===== config.mk =====
export PLATFORM = sky130hd
export DESIGN_NAME = disc_responder
export DESIGN_NICKNAME = d
export VERILOG_FILES = /design/src/rtl/disc_pkg.sv /design/src/rtl/disc_table.sv /design/src/rtl/disc_fmt.sv /design/src/rtl/disc_ctrl.sv /design/src/rtl/disc_responder.sv
export SDC_FILE = /design/constraint.sdc
export NUM_CORES = 1
export LEC_CHECK = 0
export BUFFER_PORTS_ARGS = -buffer_cell sky130_fd_sc_hd__buf_2
export CAP_MARGIN = 5
export CELL_PAD_IN_SITES_DETAIL_PLACEMENT = 1
export CELL_PAD_IN_SITES_GLOBAL_PLACEMENT = 1
export CORE_MARGIN = 1.5
export CORE_UTILIZATION = 44
export CTS_BUF_LIST = sky130_fd_sc_hd__clkbuf_2
export CTS_CLUSTER_DIAMETER = 30
export CTS_CLUSTER_SIZE = 28
export DETAILED_ROUTE_END_ITERATION = 10
export PLACE_DENSITY = 0.87
export SLEW_MARGIN = 20
export SYNTH_ARGS = -nofsm -noshare
export SYNTH_HDL_FRONTEND = slang
export SYNTH_SLANG_ARGS = --single-unit

===== constraint.sdc =====
create_clock -name clk -period 2.95 [get_ports clk]
set_input_delay 0.295 -clock clk [delete_from_list [all_inputs] [get_ports clk]]
set_output_delay 0.295 -clock clk [all_outputs]
set_load 0.005 [all_outputs]

===== src/rtl/disc_pkg.sv =====
package disc_pkg;
    localparam logic [15:0] STD_VID   = 16'h0001;
    localparam logic [7:0]  DISC_TYPE = 8'h00;
    localparam int          LEN_W     = 18;
    localparam logic [LEN_W-1:0] DISC_LEN = 18'd3;
    localparam int          MAX_ENT   = 8;
    localparam int          IDX_W     = $clog2(MAX_ENT);

    typedef struct packed {
        logic [7:0]  proto;
        logic [15:0] vid;
    } prot_ent_t;

    typedef enum logic [2:0] {
        ST_IDLE, ST_HDR1, ST_HDR2, ST_BODY, ST_EVAL, ST_RSP, ST_DONE, ST_FAIL
    } rsp_state_t;

    typedef enum logic [1:0] {SEL_HDR1, SEL_HDR2, SEL_ENTRY} rsp_sel_t;

    function automatic logic [31:0] mk_hdr1(input logic [15:0] vid, input logic [7:0] typ);
        return {8'h00, typ, vid};
    endfunction

    function automatic logic [31:0] mk_hdr2(input logic [LEN_W-1:0] len);
        return {{(32-LEN_W){1'b0}}, len};
    endfunction

    function automatic logic [31:0] mk_entry(input prot_ent_t e, input logic [7:0] nxt);
        return {nxt, e.proto, e.vid};
    endfunction
endpackage


===== src/rtl/disc_table.sv =====
module disc_table
    import disc_pkg::*;
#(
    parameter int N_ENT = 4,
    parameter logic [MAX_ENT-1:0][23:0] ENT_TABLE = '0
) (
    input  logic [7:0] idx,
    output logic       hit,
    output prot_ent_t  ent,
    output logic [7:0] next_idx
);
    prot_ent_t slots [MAX_ENT];

    for (genvar g = 0; g < MAX_ENT; g++) begin : g_slot
        if (g == 0) begin : g_self
            assign slots[g] = '{proto: DISC_TYPE, vid: STD_VID};
        end else if (g < N_ENT) begin : g_used
            assign slots[g] = prot_ent_t'(ENT_TABLE[g]);
        end else begin : g_empty
            assign slots[g] = '0;
        end
    end

    logic [8:0] inc;

    always_comb begin
        inc      = {1'b0, idx} + 9'd1;
        hit      = int'(idx) < N_ENT;
        ent      = slots[idx[IDX_W-1:0]];
        next_idx = (int'(inc) < N_ENT) ? inc[7:0] : 8'd0;
    end
endmodule


===== src/rtl/disc_fmt.sv =====
module disc_fmt
    import disc_pkg::*;
(
    input  rsp_sel_t    sel,
    input  prot_ent_t   ent,
    input  logic [7:0]  next_idx,
    output logic [31:0] data
);
    always_comb begin
        case (sel)
            SEL_HDR1: data = mk_hdr1(STD_VID, DISC_TYPE);
            SEL_HDR2: data = mk_hdr2(DISC_LEN);
            default:  data = mk_entry(ent, next_idx);
        endcase
    end
endmodule


===== src/rtl/disc_ctrl.sv =====
module disc_ctrl
    import disc_pkg::*;
(
    input  logic        clk,
    input  logic        rst,
    input  logic        start,
    input  logic        req_avail,
    input  logic [31:0] req_data,
    input  logic        hit,
    output logic [7:0]  idx,
    output logic        req_pop,
    output logic        rsp_push,
    output rsp_sel_t    sel,
    output logic        done,
    output logic        error
);
    rsp_state_t       state;
    logic [15:0]      hv;
    logic [7:0]       ht;
    logic [LEN_W-1:0] remain;
    logic             first;
    logic [1:0]       cnt;
    logic [LEN_W-1:0] len_in;
    logic             pair_ok;
    logic             unused_hi;

    assign unused_hi = ^req_data[31:24];
    assign len_in    = req_data[LEN_W-1:0];
    assign pair_ok   = (hv == STD_VID) && (ht == DISC_TYPE);

    always_comb begin
        req_pop  = req_avail && (state inside {ST_HDR1, ST_HDR2, ST_BODY});
        rsp_push = (state == ST_RSP);
        done     = (state == ST_DONE);
        error    = (state == ST_FAIL);
        case (cnt)
            2'd0:    sel = SEL_HDR1;
            2'd1:    sel = SEL_HDR2;
            default: sel = SEL_ENTRY;
        endcase
    end

    always_ff @(posedge clk) begin
        if (rst) begin
            state  <= ST_IDLE;
            hv     <= '0;
            ht     <= '0;
            remain <= '0;
            first  <= 1'b0;
            idx    <= '0;
            cnt    <= '0;
        end else begin
            case (state)
                ST_IDLE: if (start) state <= ST_HDR1;
                ST_HDR1: if (req_avail) begin
                    hv    <= req_data[15:0];
                    ht    <= req_data[23:16];
                    state <= ST_HDR2;
                end
                ST_HDR2: if (req_avail) begin
                    if (len_in < DISC_LEN) begin
                        state <= ST_FAIL;
                    end else begin
                        remain <= len_in - 18'd2;
                        first  <= 1'b1;
                        state  <= ST_BODY;
                    end
                end
                ST_BODY: if (req_avail) begin
                    if (first) idx <= req_data[7:0];
                    first  <= 1'b0;
                    remain <= remain - 18'd1;
                    if (remain == 18'd1) state <= ST_EVAL;
                end
                ST_EVAL: begin
                    cnt   <= '0;
                    state <= (pair_ok && hit) ? ST_RSP : ST_FAIL;
                end
                ST_RSP: begin
                    cnt <= cnt + 2'd1;
                    if (cnt == 2'd2) state <= ST_DONE;
                end
                default: state <= ST_IDLE;
            endcase
        end
    end
endmodule


===== src/rtl/disc_responder.sv =====
module disc_responder
    import disc_pkg::*;
#(
    parameter int N_ENT = 4,
    parameter logic [MAX_ENT-1:0][23:0] ENT_TABLE = {24'h0, 24'h0, 24'h0, 24'h0,
                                                     24'h07ABCD, 24'h020001, 24'h010001, 24'h0}
) (
    input  logic        clk,
    input  logic        rst,
    input  logic        start,
    input  logic        req_avail,
    input  logic [31:0] req_data,
    output logic        req_pop,
    output logic        rsp_push,
    output logic [31:0] rsp_data,
    output logic        done,
    output logic        error
);
    logic [7:0] idx;
    logic       hit;
    prot_ent_t  ent;
    logic [7:0] next_idx;
    rsp_sel_t   sel;

    disc_ctrl u_ctrl (
        .clk(clk), .rst(rst), .start(start),
        .req_avail(req_avail), .req_data(req_data), .hit(hit),
        .idx(idx), .req_pop(req_pop), .rsp_push(rsp_push),
        .sel(sel), .done(done), .error(error)
    );

    disc_table #(.N_ENT(N_ENT), .ENT_TABLE(ENT_TABLE)) u_table (
        .idx(idx), .hit(hit), .ent(ent), .next_idx(next_idx)
    );

    disc_fmt u_fmt (
        .sel(sel), .ent(ent), .next_idx(next_idx), .data(rsp_data)
    );
endmodule


; ---- Word level (Yosys, flattened, before mapping)
; Memories as Yosys holds them, arrays and structs flattened.
; Index checks and enable logic that the tools add are counted.
[classes]
addsub = 4
n_lt_le_gt_ge = 4
n_mul = 0
bitwise = 1
div_mod_pow = 0
muxes = 23
n_eq_ne = 19
reduce_logical = 14
shifts = 0
[op_table]
columns = cell, n
row1 = $pmux W32 S2, 1
row2 = $mux W18, 3
row3 = $mux W24, 2
row4 = $pmux W18 S2, 1
row5 = $mux W3, 7
row6 = $eq A18 B1 Y1 const B, 1
row7 = $lt A18 B2 Y1 const B, 1
row8 = $pmux W3 S6, 1
row9 = $sub A18 B1 Y18 const B, 1
row10 = $sub A18 B2 Y18 const B, 1
row11 = $eq A16 B1 Y1 const B, 1
row12 = $eq A3 B3 Y1 const B, 4
row13 = $ne A2 B2 Y1 const B, 6
row14 = $add A8 B1 Y9 const B, 1
row15 = $lt A9 B3 Y1 const B, 1
row16 = $logic_not A8 Y1, 1
row17 = $lt A8 B3 Y1 const B, 1
row18 = $mux W8, 1
row19 = $pmux W2 S2, 2
row20 = $eq A3 B2 Y1 const B, 2
row21 = $reduce_and A6 Y1, 1
row22 = $eq A2 B1 Y1 const B, 2
row23 = $ge A4 B4 Y1 const B, 1
row24 = $logic_not A2 Y1, 2
row25 = other kinds (15), 20
[word_totals]
mem_bits_rw = 0
latchBits = 0
mem_count = 1
rom_bits = 192
wordCells = 73
output_inout_bits = 36
register_bits = 56
inputBits = 36
[mem_list]
columns = name, depth, width, rd, rd_ports_with_merged_regs, wr, line_no
row1 = (no name shown), 8, 24, 1, 0, 0, disc_table.sv:29  ; ent = slots[idx[IDX_W-1:0]];

; ---- Longest topological paths before layout
; Gate-level depths: netlist of run 1.
[logic_depth]
word_depth = 5
ltp_mapped = 8
mapped_depth_nobuf = 8

; ---- Cells and area by module
; A second synthesis of run 1 with hierarchy kept.
[unflattened]
hier_cells = 491
area_unflattened_um2 = 3713.6
[modules_own_cells]
columns = mod, cells_per_inst, instances, area_each_um2
row1 = disc_ctrl, 411, 1, 3119.2
row2 = disc_table, 45, 1, 335.3
row3 = disc_fmt, 35, 1, 259.0

; ---- Least setup slack after synthesis of run 1
; Ideal clock, no wire load.
[synth_timing]
path_kind = input -> register
from = input req_data[13]
to = register u_ctrl.remain[0]
arrival_time_ns = 1.856
required_ns = 2.822
path_stages = 6
path_slack_ns = 0.967
path_cell_list = or4_4 -> a2111oi_4 -> a41oi_4 -> buf_6 -> a311oi_1 -> nor2_1
[synth_between]
elab_chain_cells = 3
[synth_lines]
columns = item, line_no
row1 = "start, declared", disc_responder.sv:12  ; input logic [31:0] req_data,
row2 = $lt A18 B2 Y1, disc_ctrl.sv:61  ; if (len_in < DISC_LEN) begin
row3 = $ne A2 B2 Y1 (no line), --
row4 = $reduce_and A4 Y1 (no line), --
row5 = "end signal, assigned", disc_ctrl.sv:64  ; remain <= len_in - 18'd2;
row6 = "end signal, assigned", disc_ctrl.sv:72  ; remain <= remain - 18'd1;
row7 = "end, declared", disc_ctrl.sv:20  ; logic [LEN_W-1:0] remain;
; No other way between the ends.
; A chain may end at the register's enable or synchronous reset.

; ---- Worst setup path in the final report of run 1
[layout_timing]
from = register u_ctrl.idx[0]
to = output rsp_data[9]
[layout_between]
elab_chain_cells = 5
[layout_lines]
columns = item, line_no
row1 = "start, declared", disc_ctrl.sv:10  ; output logic [7:0] idx,
row2 = "start signal, assigned", disc_ctrl.sv:70  ; if (first) idx <= req_data[7:0];
row3 = $not A3 Y4 (not written as such), disc_table.sv:29
row4 = $mem_v2 Z8 W24, --
row5 = $mux W24 (not written as such) (2 in a row), disc_table.sv:29
row6 = $pmux W32 S2, disc_fmt.sv:10  ; case (sel)
row7 = "end, declared", disc_responder.sv:15  ; output logic [31:0] rsp_data,
; No other way between the ends. The select of a mux whose other input is x is not followed.

==> reports/qor.yml, run 1 <==
clocking:
  cts_buffers: 5
  cts_max_level: 2
  clk_latency_ns: 0.49
  cts_root_buf: "clkbuf_2"
  post-cts-setup-buffers: 0
  clk_path_buf_depth: 2
  cts_tree: "built"
  clk_pin_slew_ns: 0.32
  cts_sinks: 56
sta:
  relSlewSlack_pct: 43.4
  setup-tns-final_ns: 0
  fin_crit_ns: 2.44
  fin_crit_sh_pct: 82.9
  hold-worst-slack_ns: 0.0275
  setup_violations: 0
  max_freq_mhz: 409
  rsz0062_at_grt: "no"
  worst_pin_slew_ns: 0.846
  finalClockSkew_ns: 0.0340
  maxSlewViolCount: 0
  hold_violations: 0
synth:
  synth_warnings: 0
  synth_area_sq_um: 3360
  synth-seq-area-share_pct: 33.3
  yosysTopAreaCell: "dfxtp_1"
  synth_edf_count: 0
  synth_ff_type: "dfxtp_1"
  avgSynthCellArea_sq_um: 7.58
  netlist_instances: 444
  synth.area.top_cells: "dfxtp_1 33%, nand2_1 8.6%, a21oi_1 7.0%, buf_4 5.6%, nor2_1 5.2%"
  synth_seq_cells: 56
  netlist.area_leader.share_pct: 33.3
  ys_types: 57
  ys_async_sr_fraction_pct: 0
power_and_ir_drop:
  power_density_nw_per_um2: 416
  power_leakage_uw: 0.00140
  irDropWorstVdd_mv: 0.242
  fin_total_pwr_uw: 1510
grt:
  grt_pass1_vias: 3224
  grt_max_degree: 37
  grt-ovfl-total: 0
  grt_pass1_wl_mm: 15.5
  track_usage_pct: 23.1
  antenna_found_initial: 0
critical_path:
  ff2ff_setup_slack_ns: 0.78
  cp_max_fo: 10
  cp_data_required_time_ns: 2.65
  crit_path_end_kind: "output port"
  worstPathArrival_ns: 2.15
  crit_type: "reg -> out"
  critPathLaunchType: "register"
finish:
  num_antenna_cells: 0
  register_area_sq_um: 1120
  area_growth_pct: 7.96
  design_area_sq_um: 3630
  drive_above_1_share_pct: 15.3
  multiInputGateArea_sq_um: 1980
  instances_no_fill: 575
  final_nets: 519
  fillerInstances: 967
job:
  cap_viol_max_count: 0
routing:
  vias: 3267
  routed_wl_mm: 9.46
  route.detailed.drc: 0
  wl_per_cell_microns: 16.5
  drtPass1Iterations: 4
  ant_nets: 0
  vias_per_cell: 5.68
  drt_iter0_drc: 141
die:
  fp.dieH_microns: 90.4
  dieArea_sq_um: 8180
  coreArea_sq_um: 7330
  io_pins: 72
  die_x_microns: 90.4
  row_count: 31
  start_util_pct: 45.9
place:
  dpl.hpwl_mm: 7.01
  placed_cell_area_sq_um: 3540
  gp_congestion: 0.832
  placedCellCount: 563
  port_buffers: 47
run_status:
  outcome: "finished, final reports clean"
min_path:
  hold_path_class: "in -> reg"
==> flip-flops by register name (all words and copies together) (netlist names) <==
signal	flops
u_ctrl.idx	8
u_ctrl.remain	18
u_ctrl.ht	8
u_ctrl.state	3
u_ctrl.hv	16
u_ctrl.cnt	2
u_ctrl.first	1
==> metal layers <==
layer	track usage, %	routed length (microns)	vias up
met2	42.1	4720	82
met4	5.16	113	0
met5	0	0	-
met3	2.61	346	10
li1	-	-	1571
met1	29.0	4270	1604
==> synthesized netlist by cell type (7+ instances only) <==
cell and number:
o21ai_0 21, dfxtp_1 56, a21oi_1 47, nand3_1 7, nor4_1 13, mux2i_1 7
xnor2_1 11, nand2_1 77, ha_1 8, nor3_1 10, clkbuf_1 19, nor2_1 47
buf_4 25, inv_1 9
==> through the flow <==
step | utilization (%) | setup slack, ns
global placement | 48.4 | 0.573
global route | 49.5 | 0.254
finish | 49.5 | 0.505
CTS | 49.5 | 0.452
detailed placement | 48.4 | 0.528
floorplan | - | 0.967
==> power breakdown <==
part / internal [uW] / switching, uW / total [uW]
clock network: 62.8 / 267 / 330
registers: 795 / 28.5 / 823
logic: 123 / 236 / 359
==> path summary, 6_finish.rpt <==
check / cells past startpoint / to / startpoint
hold reg to reg: 2 / u_ctrl.hv[1]$_SDFFE_PP0P_ / u_ctrl.hv[1]$_SDFFE_PP0P_
setup / recovery: 4 / rsp_data[9] / u_ctrl.idx[0]$_SDFFE_PP0P_
hold / removal: 3 / u_ctrl.ht[0]$_SDFFE_PP0P_ / req_data[16]
setup reg to reg: 6 / u_ctrl.remain[9]$_SDFFE_PP0P_ / u_ctrl.state[2]$_SDFFE_PP0P_
==> area by class of cell <==
type                       instances  area share [%]
inverter                          10            1.03
sequential                        56            30.9
tap                               99            3.41
timing repair buffer              57            8.82
clock inverter                     3           0.620
multi-input combinational        345            54.6
clock buffer                       5           0.689
==> cell usage in the layout, fill, tap and decap left out, drive strengths merged, types with 3 or more instances in the layout <==
cell type    count
a21oi           47
a22oi            5
a31oi            4
and2             6
and3             3
buf             53
clkbuf           5
conb            16
dfxtp           56
dlygate4sd3      4
ha               8
inv             11
mux2i            7
nand2           77
nand3            8
nand3b           4
nand4            3
nor2            47
nor2b            5
nor3            12
nor4            14
nor4b            3
o211ai           6
o21ai           23
xnor2           11
xor2             5
==> what timing repair did <==
item,CTS,global route
hold buffers,4,0
resized for setup,0,0
hold endpoints to repair,4,0
setup endpoints to repair,0,0
==> critical path, stage by stage (launching register included) <==
cell     delay (ns)
dfxtp_1        0.47
ha_1           0.23
ha_1           0.15
nor3b_1        0.59
buf_2          0.24
==> cell families (layout without fill, tap and decap cells) <==
group / count (synthesis) / after routing / share of synthesized area, %
DFF: 56 / 56 / 33.3
and+or+nand+nor: 192 / 192 / 27.4
other: 1 / 16 / 0.111
buffers and inverters: 58 / 75 / 9.59
xor gates and xnor gates: 16 / 16 / 4.16
adders and majority gates: 9 / 9 / 3.27
AOI/OAI and AO/OA: 105 / 105 / 20.1
muxes: 7 / 7 / 2.08
(Power assumes the default switching activity.)
==> run 2: changes to the inputs <==
--- a/config.mk
+++ b/config.mk
@@ -10,12 +10,12 @@
 export CELL_PAD_IN_SITES_DETAIL_PLACEMENT = 1
 export CELL_PAD_IN_SITES_GLOBAL_PLACEMENT = 1
 export CORE_MARGIN = 1.5
-export CORE_UTILIZATION = 44
+export CORE_UTILIZATION = 37
 export CTS_BUF_LIST = sky130_fd_sc_hd__clkbuf_2
 export CTS_CLUSTER_DIAMETER = 30
 export CTS_CLUSTER_SIZE = 28
 export DETAILED_ROUTE_END_ITERATION = 10
-export PLACE_DENSITY = 0.87
+export PLACE_DENSITY = 0.78
 export SLEW_MARGIN = 20
 export SYNTH_ARGS = -nofsm -noshare
 export SYNTH_HDL_FRONTEND = slang
==> constraint.sdc (replaced) <==
create_clock -name clk -period 2.2 [get_ports clk]
set_input_delay 0.22 -clock clk [delete_from_list [all_inputs] [get_ports clk]]
set_output_delay 0.22 -clock clk [all_outputs]
set_load 0.005 [all_outputs]
==> run 2 against run 1 <==
Against the previous run:
- the flow now finishes with violations (setup timing)
- final cell count increased by 7.7%
- critical path depth increased by 5
- clock skew decreased by 0.0063 ns
==> reports/qor.yml, run 2 (synthesized netlist as in run 1, its figures left out) <==
sta:
  setup_violations: 1  # +1
  setup-tns-final_ns: -0.0226  # -0.0226 ns
  fin_crit_sh_pct: 101
  relSlewSlack_pct: 61.8  # +18 points
  hold-worst-slack_ns: 0.0165  # -0.0110 ns
  finalClockSkew_ns: 0.0276  # -0.00635 ns
  setup_ws_ns: -0.0226  # -0.528 ns
  worst_pin_slew_ns: 0.573  # -0.274 ns
  hold_violations: 0  # unchanged
  max_freq_mhz: 450
  fin_crit_ns: 2.22
  rsz0062_at_grt: "yes"
  maxSlewViolCount: 0  # unchanged
min_path:
  hold_depth: 3  # unchanged
  hold_path_class: "in -> reg"
  holdCritStartpoint: "req_data[17]"
  hold_end: "u_ctrl.ht[1]$_SDFFE_PP0P_"
grt:
  track_usage_pct: 20.8  # -2.2 points
  antenna_found_initial: 0  # unchanged
  grt_max_degree: 31  # -16%
  grt_pass1_wl_mm: 16.3  # +5.1%
  grt_pass1_vias: 3272  # +1.5%
  grt-ovfl-total: 0  # unchanged
finish:
  top_regs: "u_ctrl.remain: 18 flops, u_ctrl.hv: 16 flops"
  final_cell_mix: "77 x nand2_1, 51 x dfxtp_1, 47 x nor2_1, 47 x a21oi_1, 47 x buf_2"
  area_growth_pct: 19.0
  final_nets: 554  # +6.7%
  largest_reg_flops: 18  # unchanged
  multiInputGateArea_sq_um: 2040  # +2.8%
  register_area_sq_um: 1130  # +0.78%
  drive_above_1_share_pct: 21.9  # +6.6 points
  num_antenna_cells: 0  # unchanged
  final_common_cell: "nand2_1"
  fillerInstances: 1100  # +14%
  regMostFlops: "u_ctrl.remain"
job:
  cap_viol_max_count: 0  # unchanged
die:
  coreArea_sq_um: 8760  # +20%
  start_util_pct: 38.4  # -7.5 points
  row_count: 34  # +9.7%
  dieArea_sq_um: 9670  # +18%
  fp.dieH_microns: 98.4  # +8.8%
  die_x_microns: 98.4  # +8.8%
  io_pins: 72  # unchanged
critical_path:
  cp_data_required_time_ns: 2.63  # -0.02 ns
  crit_path_end_kind: "register"
  r2r_end: "u_ctrl.state[1]$_SDFFE_PP0P_"
  critPathLaunchType: "input pin"
  crit_type: "in -> reg"
  ff2ff_setup_slack_ns: 0.22  # -0.56 ns
  timing.rr.start: "u_ctrl.remain[9]$_SDFFE_PP0P_"
  cp_max_fo: 9  # -1
  worstRegToRegCells: 7  # +1
  worstPathArrival_ns: 2.65  # +0.50 ns
routing:
  drt_iter0_drc: 160  # +13%
  ant_nets: 0  # unchanged
  routed_wl_mm: 10.1  # +7.3%
  wl_per_cell_microns: 16.4  # -0.36%
  vias: 3340  # +2.2%
  route.detailed.drc: 0  # unchanged
  drtPass1Iterations: 4  # unchanged
  vias_per_cell: 5.40  # -5.0%
run_status:
  violations: "setup timing"
  outcome: "finished, violations left"
place:
  dpl.hpwl_mm: 7.43  # +6.0%
  port_buffers: 47  # unchanged
  gp_congestion: 0.870  # +4.6%
clocking:
  cts_max_level: 2  # unchanged
  cts_root_buf: "clkbuf_2"
  clk_pin_slew_ns: 0.29  # -0.03 ns
  clk_path_buf_depth: 2  # unchanged
  cts_buffers: 5  # unchanged
  cts_sinks: 56  # unchanged
  cts_tree: "built"
  clk_latency_ns: 0.47  # -0.02 ns
power_and_ir_drop:
  irDropWorstVdd_mv: 0.342  # +41%
  power_leakage_uw: 0.00157  # +12%
  power_density_nw_per_um2: 513  # +23%
==> run 2: changes by cell type in the layout (fill, tap and decap cells not counted), moves of 2 or more <==
cell	before	now
buf_4	6	30
dlygate4sd3_1	4	13
dfxtp_1	56	51
dfxtp_2	0	4
ha_1	8	5
ha_2	0	2
nor4_1	13	11
==> run 2: routing by layer <==
metal / track usage (%) / wire length, microns / up-vias / share of wire, %
li1: - / - / 1642 / -
met1: 26.9 / 4550 / 1609 / 45
met2: 36.8 / 5040 / 78 / 50
met3: 2.58 / 398 / 11 / 3.9
met4: 5.09 / 160 / 0 / 1.6
met5: 0 / 0 / - / 0
==> run 2: worst max path at each step <==
stage,startpoint,endpoint,slack (ns),cells after the start
after floorplan,req_data[13],u_ctrl.remain[0]$_SDFFE_PP0P_,0.29,6
after global placement,req_data[13],u_ctrl.remain[10]$_SDFFE_PP0P_,0.10,7
after detailed placement,req_data[13],u_ctrl.remain[5]$_SDFFE_PP0P_,0.03,8
after CTS,u_ctrl.idx[0]$_SDFFE_PP0P_,rsp_data[25],0.02,5
after global routing,u_ctrl.cnt[1]$_SDFFE_PP0N_,rsp_data[24],-0.03,6
final,req_data[16],u_ctrl.remain[6]$_SDFFE_PP0P_,-0.02,9
==> run 2: critical path, stage by stage <==
cell and delay, ns:
dlygate4sd3_1 0.53, buf_2 0.14, or4_4 0.52, a2111oi_4 0.41, nand3_2 0.16, o21ai_4 0.28
buf_4 0.16, nand2_1 0.05, a21oi_1 0.16
==> run 2: where the power goes <==
| group | switching (uW) | total, uW | internal (uW) |
|---|---|---|---|
| Sequential | 37.5 | 1100 | 1060 |
| Combinational | 330 | 539 | 210 |
| Clock | 335 | 414 | 78.9 |
==> run 2: timing repair <==
| action | CTS | global route |
|---|---|---|
| resized for setup | 2 | 18 |
| pin swaps | 0 | 4 |
| setup endpoints to repair | 1 | 7 |
| buffers inserted | 0 | 5 |
| endpoints found under the hold margin | 13 | 0 |
| hold buffers | 13 | 0 |
| gates cloned | 0 | 0 |
==> run 2: layout make-up <==
class                      instances  area share, %
clock buffer                       6          0.750
inverter                          10          0.938
clock inverter                     2          0.281
sequential                        56           28.2
multi-input combinational        345           50.9
timing repair buffer              92           15.5
tap                              108           3.38
==> run 2: metrics by stage <==
step | std cells | setup slack (ns) | total power (uW) | util, % | cell area [sq um]
floorplan | 459 | 0.292 | 1450 | - | 3420
global placement | 593 | 0.104 | 1610 | 42.5 | 3730
detailed placement | 593 | 0.0322 | 1630 | 42.5 | 3730
CTS | 614 | 0.0202 | 2070 | 44.5 | 3900
global route | 619 | -0.0286 | 2160 | 45.7 | 4000
finish | 619 | -0.0226 | 2050 | 45.7 | 4000
==> run 3: changes to the inputs <==
==> constraint.sdc (replaced) <==
create_clock -name clk -period 2.2 [get_ports clk]
set_input_delay 0.11 -clock clk [delete_from_list [all_inputs] [get_ports clk]]
set_output_delay 0.11 -clock clk [all_outputs]
set_load 0.005 [all_outputs]
==> run 3 against run 2 <==
Against the previous run:
- the flow now finishes without violations
- power rose by 0.60%
- global-route usage rose by 0.67 points
- combinational power rose by 4.3%
- sequential share of layout area fell by 0.24 points
- clock power fell by 3%
- clock skew fell by 0.014 ns
- critical endpoint is now u_ctrl.remain[17]$_SDFFE_PP0P_
- highest routed layer unchanged
==> reports/qor.yml, run 3 (synthesized netlist as in run 1, its figures left out) <==
die:
  row_count: 34  # unchanged
  fp.dieH_microns: 98.4  # unchanged
  coreArea_sq_um: 8760  # unchanged
  start_util_pct: 38.4  # unchanged
  die_x_microns: 98.4  # unchanged
  io_pins: 72  # unchanged
  dieArea_sq_um: 9670  # unchanged
min_path:
  holdCritStartpoint: "req_data[1]"
  hold_depth: 4  # +1
  hold_path_class: "in -> reg"
  hold_end: "u_ctrl.hv[1]$_SDFFE_PP0P_"
routing:
  drtPass1Iterations: 5  # +1
  wl_per_cell_microns: 16.9  # +3.1%
  routed_wl_mm: 10.5  # +3.3%
  route.detailed.drc: 0  # unchanged
  vias_per_cell: 5.49  # +1.8%
  vias: 3406  # +2.0%
  ant_nets: 0  # unchanged
  drt_iter0_drc: 178  # +11%
sta:
  finalClockSkew_ns: 0.0135  # -0.0142 ns
  relSlewSlack_pct: 50.6  # -11 points
  max_freq_mhz: 470  # +4.5%
  fin_crit_ns: 2.13  # -0.0954 ns
  setup_violations: 0  # -1
  fin_crit_sh_pct: 96.7  # -4.3 points
  maxSlewViolCount: 0  # unchanged
  hold_violations: 0  # unchanged
  rsz0062_at_grt: "yes"
  worst_pin_slew_ns: 0.742  # +0.169 ns
place:
  placed_cell_area_sq_um: 3690  # -0.94%
  dpl.hpwl_mm: 7.39  # -0.49%
  port_buffers: 47  # unchanged
  gp_congestion: 0.852  # -2.1%
  placedCellCount: 590  # -0.51%
finish:
  drive_above_1_share_pct: 19.7  # -2.2 points
  regMostFlops: "u_ctrl.remain"
  num_antenna_cells: 0  # unchanged
  area_growth_pct: 19.7
  finalCoreUtilization_pct: 46.0  # +0.29 points
  design_area_sq_um: 4030  # +0.62%
  instances_no_fill: 620  # +0.16%
  final_nets: 556  # +0.36%
  largest_reg_flops: 18  # unchanged
  final_common_cell: "nand2_1"
  final_cell_mix: "77 x nand2_1, 53 x dfxtp_1, 47 x nor2_1, 47 x a21oi_1, 47 x buf_2"
  top_regs: "u_ctrl.remain: 18 flops, u_ctrl.hv: 16 flops"
grt:
  track_usage_pct: 21.5  # +0.67 points
  grt_most_used_layer: "met2"
  met3_usage_pct: 2.22  # -0.36 points
  grt_pass1_wl_mm: 16.9  # +3.7%
  grt_use_met2_pct: 39.8  # +3.0 points
  grt_pass1_vias: 3400  # +3.9%
  antenna_found_initial: 0  # unchanged
  grt_max_degree: 36  # +16%
  grt-ovfl-total: 0  # unchanged
  grt_util_met1_pct: 26.8  # -0.10 points
critical_path:
  worstPathArrival_ns: 2.48  # -0.17 ns
  worstRegToRegCells: 7  # unchanged
  cp_max_fo: 8  # -1
  ff2ff_setup_slack_ns: 0.25  # +0.03 ns
  crit_type: "in -> reg"
  critPathLaunchType: "input pin"
  cp_data_required_time_ns: 2.55  # -0.08 ns
  r2r_end: "u_ctrl.remain[0]$_SDFFE_PP0P_"
  crit_path_end_kind: "register"
  timing.rr.start: "u_ctrl.state[2]$_SDFFE_PP0P_"
power_and_ir_drop:
  irDropWorstVdd_mv: 0.294  # -14%
  power_leakage_uw: 0.00157  # +0.22%
  fin_total_pwr_uw: 2070  # +0.60%
  power_density_nw_per_um2: 513  # about the same
run_status:
  outcome: "finished, final reports clean"
clocking:
  cts_tree: "built"
  clk_path_buf_depth: 2  # unchanged
  cts_buffers: 5  # unchanged
  cts_max_level: 2  # unchanged
  post-cts-setup-buffers: 0  # unchanged
  clk_latency_ns: 0.44  # -0.03 ns
  cts_root_buf: "clkbuf_2"
  clk_pin_slew_ns: 0.28  # about the same
  cts_sinks: 56  # unchanged
job:
  cap_viol_max_count: 0  # unchanged
run 3: layout make-up:
class                   count  area (sq um)
fillers                  1131          4730
inverters                  10          37.5
well taps                 108           135
flip-flops and latches     56          1130
multi-input cells         345          2050
clock buffers               5          25.0
clock inverters             2          12.5
repair buffers             94           646
run 3: critical path, cell delays in order:
cell           delay (ns)
dlygate4sd3_1        0.54
buf_2                0.16
or4_4                0.58
a2111oi_4            0.32
a41oi_4              0.26
buf_4                0.23
nor2_1               0.20
a2111oi_4            0.07
run 3: worst max-delay path by stage:
stage | start | endpoint | slack [ns] | depth (start not counted)
2_1_floorplan | u_ctrl.remain[9]$_SDFFE_PP0P_ | u_ctrl.state[1]$_SDFFE_PP0P_ | 0.34 | 6
3_3_place_gp | req_data[13] | u_ctrl.remain[9]$_SDFFE_PP0P_ | 0.16 | 7
3_5_place_dp | req_data[1] | u_ctrl.remain[9]$_SDFFE_PP0P_ | 0.09 | 9
4_1_cts | u_ctrl.cnt[1]$_SDFFE_PP0N_ | rsp_data[25] | 0.004 | 6
5_1_grt | req_data[2] | u_ctrl.remain[17]$_SDFFE_PP0P_ | -0.03 | 9
6_report | req_data[13] | u_ctrl.remain[17]$_SDFFE_PP0P_ | 0.07 | 8
run 3: timing repair:
action                                  CTS  global route
resized for setup                         0            15
hold buffers                             23             0
hold endpoints to repair                 28             0
endpoints found under the setup margin    0            12
run 3: where the power goes:
group | total, uW | switching (uW) | internal [uW] | leakage [uW]
clock | 401 | 331 | 70.0 | 0.0000248
combinational | 562 | 343 | 220 | 0.00109
sequential | 1100 | 39.0 | 1060 | 0.000455
total | 2070 | 713 | 1350 | 0.00157
run 3: per-layer routing:
| metal | vias to the layer above | routed length (microns) |
|---|---|---|
| met4 | 0 | 146 |
| li1 | 1647 | - |
| met2 | 92 | 5320 |
| met3 | 11 | 505 |
| met1 | 1656 | 4510 |
| met5 | - | 0 |
run 3: stage by stage:
step	worst slack [ns]	hold slack, ns	TNS, ns
floorplan	0.339	0.246	0
global placement	0.160	0.354	0
detailed placement	0.0904	0.362	0
CTS	0.00369	0.0306	0
global route	-0.0277	0.0274	-0.0311
finish	0.0728	0.0683	0
